**src/rtl/pal_pkg.sv**
```systemverilog
package pal_pkg;
  // Whether the port expects a header or streams color words
  typedef enum logic {
    PAL_WAIT_HDR = 1'b0,
    PAL_STREAM   = 1'b1
  } pal_mode_e;
endpackage

```
**src/rtl/pal_color_ram.sv**
```systemverilog
module pal_color_ram #(
  parameter int IDX_W  = 8,
  parameter int DATA_W = 16
) (
  input  logic              clk,
  input  logic              we,
  input  logic [IDX_W-1:0]  waddr,
  input  logic [DATA_W-1:0] wdata,
  input  logic [IDX_W-1:0]  raddr,
  output logic [DATA_W-1:0] rdata
);
  localparam int DEPTH = 1 << IDX_W;

  logic [DATA_W-1:0] mem [DEPTH];

  always_ff @(posedge clk) begin
    if (we) mem[waddr] <= wdata;
  end

  always_ff @(posedge clk) begin
    rdata <= mem[raddr];
  end
endmodule

```
**src/rtl/pal_burst_ctrl.sv**
```systemverilog
module pal_burst_ctrl
  import pal_pkg::*;
#(
  parameter int IDX_W  = 8,
  parameter int DATA_W = 16
) (
  input  logic              clk,
  input  logic              rst,
  input  logic              wr_en,
  input  logic [DATA_W-1:0] wdata,
  output logic              busy,
  output logic              ram_we,
  output logic [IDX_W-1:0]  ram_waddr,
  output logic [DATA_W-1:0] ram_wdata
);
  localparam int CNT_W = DATA_W - IDX_W;

  pal_mode_e        mode;
  logic [IDX_W-1:0] ptr;
  logic [CNT_W-1:0] remain;
  logic [IDX_W-1:0] hdr_idx;
  logic [CNT_W-1:0] hdr_cnt;

  assign hdr_idx   = wdata[DATA_W-1 -: IDX_W];
  assign hdr_cnt   = wdata[CNT_W-1:0];
  assign busy      = (mode == PAL_STREAM);
  assign ram_we    = wr_en && busy;
  assign ram_waddr = ptr;
  assign ram_wdata = wdata;

  always_ff @(posedge clk) begin
    if (rst) begin
      mode   <= PAL_WAIT_HDR;
      ptr    <= '0;
      remain <= '0;
    end else if (wr_en) begin
      if (mode == PAL_WAIT_HDR) begin
        ptr    <= hdr_idx;
        remain <= hdr_cnt;
        mode   <= (hdr_cnt != '0) ? PAL_STREAM : PAL_WAIT_HDR;
      end else begin
        ptr    <= ptr + 1'b1;
        remain <= remain - 1'b1;
        mode   <= (remain != CNT_W'(1)) ? PAL_STREAM : PAL_WAIT_HDR;
      end
    end
  end


  zero_len_hdr_chk: assert property (@(posedge clk) disable iff (rst)
    (wr_en && !busy && wdata[CNT_W-1:0] == '0) |=> !busy);


  ptr_step_chk: assert property (@(posedge clk) disable iff (rst)
    (wr_en && busy) |=> (ptr == $past(ptr) + 1'b1));


  remain_step_chk: assert property (@(posedge clk) disable iff (rst)
    (wr_en && busy) |=> (remain == $past(remain) - 1'b1));


  burst_end_chk: assert property (@(posedge clk) disable iff (rst)
    $fell(busy) |-> ($past(wr_en) && $past(remain) == CNT_W'(1)));


  hdr_load_chk: assert property (@(posedge clk) disable iff (rst)
    (wr_en && !busy) |=> (ptr == $past(wdata[DATA_W-1 -: IDX_W])));
endmodule

```
**src/rtl/pal_status_rd.sv**
```systemverilog
module pal_status_rd #(
  parameter int DATA_W = 16
) (
  input  logic              clk,
  input  logic              rst,
  input  logic              rd_en,
  input  logic              busy,
  output logic [DATA_W-1:0] rdata
);
  always_ff @(posedge clk) begin
    if (rst)        rdata <= '0;
    else if (rd_en) rdata <= {{(DATA_W-1){1'b0}}, busy};
  end


  status_hold_chk: assert property (@(posedge clk) disable iff (rst)
    !rd_en |=> $stable(rdata));
endmodule

```
**src/rtl/pal_update_port.sv**
```systemverilog
module pal_update_port #(
  parameter int IDX_W  = 8,
  parameter int DATA_W = 16
) (
  input  logic              clk,
  input  logic              rst,
  input  logic              cpu_wr_en,
  input  logic [DATA_W-1:0] cpu_wdata,
  input  logic              cpu_rd_en,
  output logic [DATA_W-1:0] cpu_rdata,
  input  logic [IDX_W-1:0]  vid_idx,
  output logic [DATA_W-1:0] vid_color
);
  logic              busy;
  logic              ram_we;
  logic [IDX_W-1:0]  ram_waddr;
  logic [DATA_W-1:0] ram_wdata;

  pal_burst_ctrl #(.IDX_W(IDX_W), .DATA_W(DATA_W)) u_ctrl (
    .clk(clk), .rst(rst), .wr_en(cpu_wr_en), .wdata(cpu_wdata),
    .busy(busy), .ram_we(ram_we), .ram_waddr(ram_waddr), .ram_wdata(ram_wdata)
  );

  pal_color_ram #(.IDX_W(IDX_W), .DATA_W(DATA_W)) u_ram (
    .clk(clk), .we(ram_we), .waddr(ram_waddr), .wdata(ram_wdata),
    .raddr(vid_idx), .rdata(vid_color)
  );

  pal_status_rd #(.DATA_W(DATA_W)) u_status (
    .clk(clk), .rst(rst), .rd_en(cpu_rd_en), .busy(busy), .rdata(cpu_rdata)
  );


  reset_idle_chk: assert property (@(posedge clk)
    rst |=> (!busy && cpu_rdata == '0));
endmodule

```
**config.mk**
```make
export PLATFORM = sky130hd
export DESIGN_NAME = pal_update_port
export DESIGN_NICKNAME = d
export VERILOG_FILES = /design/src/rtl/pal_pkg.sv /design/src/rtl/pal_color_ram.sv /design/src/rtl/pal_burst_ctrl.sv /design/src/rtl/pal_status_rd.sv /design/src/rtl/pal_update_port.sv
export SDC_FILE = /design/constraint.sdc
export NUM_CORES = 2
export LEC_CHECK = 0
export BUFFER_PORTS_ARGS = -buffer_cell sky130_fd_sc_hd__buf_2
export CAP_MARGIN = 20
export CORE_MARGIN = 3
export CORE_UTILIZATION = 25
export CTS_CLUSTER_DIAMETER = 30
export DETAILED_ROUTE_END_ITERATION = 16
export SLEW_MARGIN = 20
export SYNTH_ARGS = -nofsm -noshare
export SYNTH_HDL_FRONTEND = slang
export SYNTH_SLANG_ARGS = --single-unit
```
**constraint.sdc**
```tcl
create_clock -name clk -period 4.4 [get_ports clk]
set_input_delay 0.88 -clock clk [delete_from_list [all_inputs] [get_ports clk]]
set_output_delay 0.88 -clock clk [all_outputs]
set_load 0.01 [all_outputs]
```
==> impl_metrics.env <==
export IMPL_grt_max_degree=129
export IMPL_clk_latency_ns=1.05
export IMPL_fin_skew_ns=0.0605
export IMPL_root_buffer="clkbuf_16"
export IMPL_hold_buffers=0
export IMPL_syn_to_final_growth_pct=22.7
export IMPL_drtIter0Drc=11100
export IMPL_seqPwrFrac_pct=43.8
export IMPL_cp_end_kind="register"
export IMPL_cap_violations=0
export IMPL_setup_viol=0
export IMPL_grt_pass1_vias=82100
export IMPL_power_internal_uw=77300
export IMPL_ys_seq_elements=4130
export IMPL_rr_worst_depth=7
export IMPL_cts_max_level=6
export IMPL_ys_types=74
export IMPL_relSlewSlack_pct=14.0
export IMPL_top_level_ports=60
export IMPL_hold_path_depth=3
export IMPL_worstSetupPathType="in -> reg"
export IMPL_worstHoldEndpoint="u_status.rdata[0]"
export IMPL_max_freq_mhz=229
export IMPL_min_period_ns=4.37
export IMPL_hold_viol=0
export IMPL_hpwlAfterDp_microns=270000
export IMPL_dp_cells=16300
export IMPL_yosys_warnings=0
export IMPL_seq_area_frac_synth_pct=77.0
export IMPL_wire_per_inst_microns=25.7
export IMPL_cts_clk_slew_worst_paths_ns=0.05
export IMPL_power_switching_uw=22000
export IMPL_finalWirelength_microns=449000
export IMPL_ff2ff_setup_slack_ns=0.57
export IMPL_required_ns=5.28
export IMPL_dieArea_sq_um=652000
export IMPL_r2r_end="u_ram.rdata[5]"
export IMPL_status="completed"
export IMPL_antenna_found_initial=28
export IMPL_cp_max_fo=38
export IMPL_timing_hold_ws_ns=0.128
export IMPL_cp_startpoint="vid_idx[0]"
export IMPL_finalNetCount=8400
export IMPL_final_cells=17500
export IMPL_cts_sinks=4130
export IMPL_crit_path_start_kind="primary input"
export IMPL_timing_final_crit_share_pct=99.3
export IMPL_p_leak_uw=0.0626
export IMPL_die_w_microns=807
export IMPL_power_share_clock_pct=51.9
export IMPL_syn_cell_area_sq_um=161000
export IMPL_drive_above_1_share_pct=29.4
export IMPL_combPwrFrac_pct=4.2
export IMPL_layout_common_cells="edfxtp_1, mux4_2, clkbuf_16"
export IMPL_swShare_pct=22.1
export IMPL_powerDensity_nw_per_um2=504
export IMPL_synthCells=7472
export IMPL_cts_tree="done"
export IMPL_ys_flop_type="edfxtp_1"
export IMPL_cts_resized=0
export IMPL_first_pass_iters=5
export IMPL_postCtsSetupBuffers=0
export IMPL_remaining_drc_errors=0
export IMPL_grt_pass1_wl_microns=634000
export IMPL_grt_overflow_total=0
export IMPL_grt_usage_pct=13.2
export IMPL_arrival_ns=5.25
export IMPL_clk_path_buf_depth=4
export IMPL_initial_utilization_pct=25.2
export IMPL_slew_violations=0
export IMPL_hp_start="cpu_rd_en"
export IMPL_hold_path_class="in -> reg"
export IMPL_numCtsBuffers=638
export IMPL_coreArea_sq_um=638000
export IMPL_worst_slew_pin_slew_ns=1.27
export IMPL_postSynthAreaPerCell_sq_um=21.5
export IMPL_mostFrequentLayoutCell="edfxtp_1"
export IMPL_io_buffers=44
export IMPL_via_count=83000
export IMPL_r2r_start="u_ram.mem[231][5]"
export IMPL_final_antenna_net_count=0
export IMPL_grt_setup_unrepaired="no"
export IMPL_rows=293
export IMPL_synthArstFlopShare_pct=0
export IMPL_gp_congestion=0.835
export IMPL_die_h_microns=807
export IMPL_vias_per_cell=4.75
export IMPL_irDropWorstVdd_mv=0.391
export IMPL_synth_edff_count=4096
export IMPL_n_fill_cell=60800
==> sequential cells by signal, indices dropped and copies added, names as in the netlist <==
name,flops
u_ram.mem,4096
u_ram.rdata,16
u_ctrl.ram_waddr,8
u_ctrl.remain,8
u_ctrl.busy,1
u_status.rdata,1
==> how the worst max path moves through the flow <==
stage,end,slack (ns),cells past startpoint
3_3_place_gp,u_ram.rdata[5],-0.78,10
2_1_floorplan,u_ram.mem[146][0],1.29,6
5_1_grt,u_ram.rdata[5],0.11,10
4_1_cts,u_ram.rdata[5],0.34,10
3_5_place_dp,u_ram.rdata[5],-0.75,10
6_report,u_ram.rdata[5],0.03,9
==> Yosys cell counts (5+ instances only) <==
library cell  count  area share [%]
inv_1             9           0.021
and2_1           28            0.11
o32ai_1          27            0.15
nor2b_1          16           0.062
edfxtp_1       4096              77
nand2_1          72            0.17
or2b_1           27            0.13
o21ai_1           5           0.016
clkbuf_1        190            0.44
buf_4            51            0.24
buf_6            39            0.27
o311a_1           8           0.050
mux2_2           23            0.16
a211oi_1         20           0.093
o21ai_0          62            0.19
a22oi_1         160            0.75
clkbuf_8          9           0.077
nand4_1          28            0.11
a2111oi_0         8           0.044
mux4_2          718              10
mux4_1           95             1.6
a21oi_1         171            0.53
ha_1              6           0.047
o221ai_1        179            0.98
o221ai_2         14            0.13
mux2i_1         481             3.0
o22ai_1         117            0.46
nand3_1          38            0.12
buf_1            24           0.056
a22o_1           13           0.071
nor3_1           43            0.13
buf_12           34            0.42
dfxtp_1          34            0.42
buf_8            38            0.36
nor2_1          292            0.68
buf_2            88            0.27
a211o_1          11           0.060
a221oi_1         55            0.30
a31oi_1           5           0.019
nor4_1           49            0.19
nand2b_1         22           0.086
==> metal layers <==
| metal | vias up | routed length, microns | GRT usage, % |
|---|---|---|---|
| met5 | - | 77 | 0 |
| li1 | 33800 | - | - |
| met1 | 44300 | 187000 | 18.4 |
| met3 | 742 | 39100 | 2.53 |
| met4 | 14 | 14400 | 4.15 |
| met2 | 4090 | 209000 | 20.7 |
==> power groups by stage <==
stage	registers [uW]	clock network, uW	logic, uW
after floorplan	44200	0	2170
after global placement	44300	0	4150
after detailed placement	44300	0	4190
after CTS	43500	52300	4200
after global routing	43500	54100	4370
final	43500	51600	4190
==> cell families after synthesis <==
group / count (synthesis) / synth area share (%)
DFF: 4130 / 77.0
other: 1 / 0.00234
adders and majority gates: 6 / 0.0467
AOI/OAI and AO/OA: 885 / 4.01
and+or+nand+nor: 641 / 1.93
buffers and inverters: 492 / 2.21
muxes: 1317 / 14.8
==> through the flow <==
| stage | setup slack, ns | util, % | area [sq um] | TNS [ns] | total power [uW] |
|---|---|---|---|---|---|
| floorplan | 1.29 | - | 161000 | 0 | 46300 |
| CTS | 0.339 | 30.9 | 197000 | 0 | 100000 |
| detailed placement | -0.746 | 27.4 | 175000 | -0.746 | 48500 |
| global route | 0.112 | 30.9 | 197000 | 0 | 102000 |
| finish | 0.0306 | 30.9 | 197000 | 0 | 99300 |
| global placement | -0.778 | 27.4 | 175000 | -0.778 | 48400 |
==> critical path, cell delays in order <==
cell and delay [ns]:
buf_12 0.29, buf_12 0.31, buf_12 0.22, mux4_2 0.30, a211oi_1 0.08, o21ai_0 0.33
nor4bb_1 1.11, nand4_1 0.79, nor4_1 0.71
==> area by class of cell <==
class                   instances  area [sq um]  area share, %
well taps                    8555         10700           5.43
multi-input cells            2864         33700           17.1
clock buffers                 710         16500           8.38
clock inverters               465          5760           2.93
inverters                      10          47.5         0.0241
diodes                         15          37.5         0.0191
repair buffers                722          6530           3.32
flip-flops and latches       4130        124000           62.8
Power figures use the tool's default switching activity.
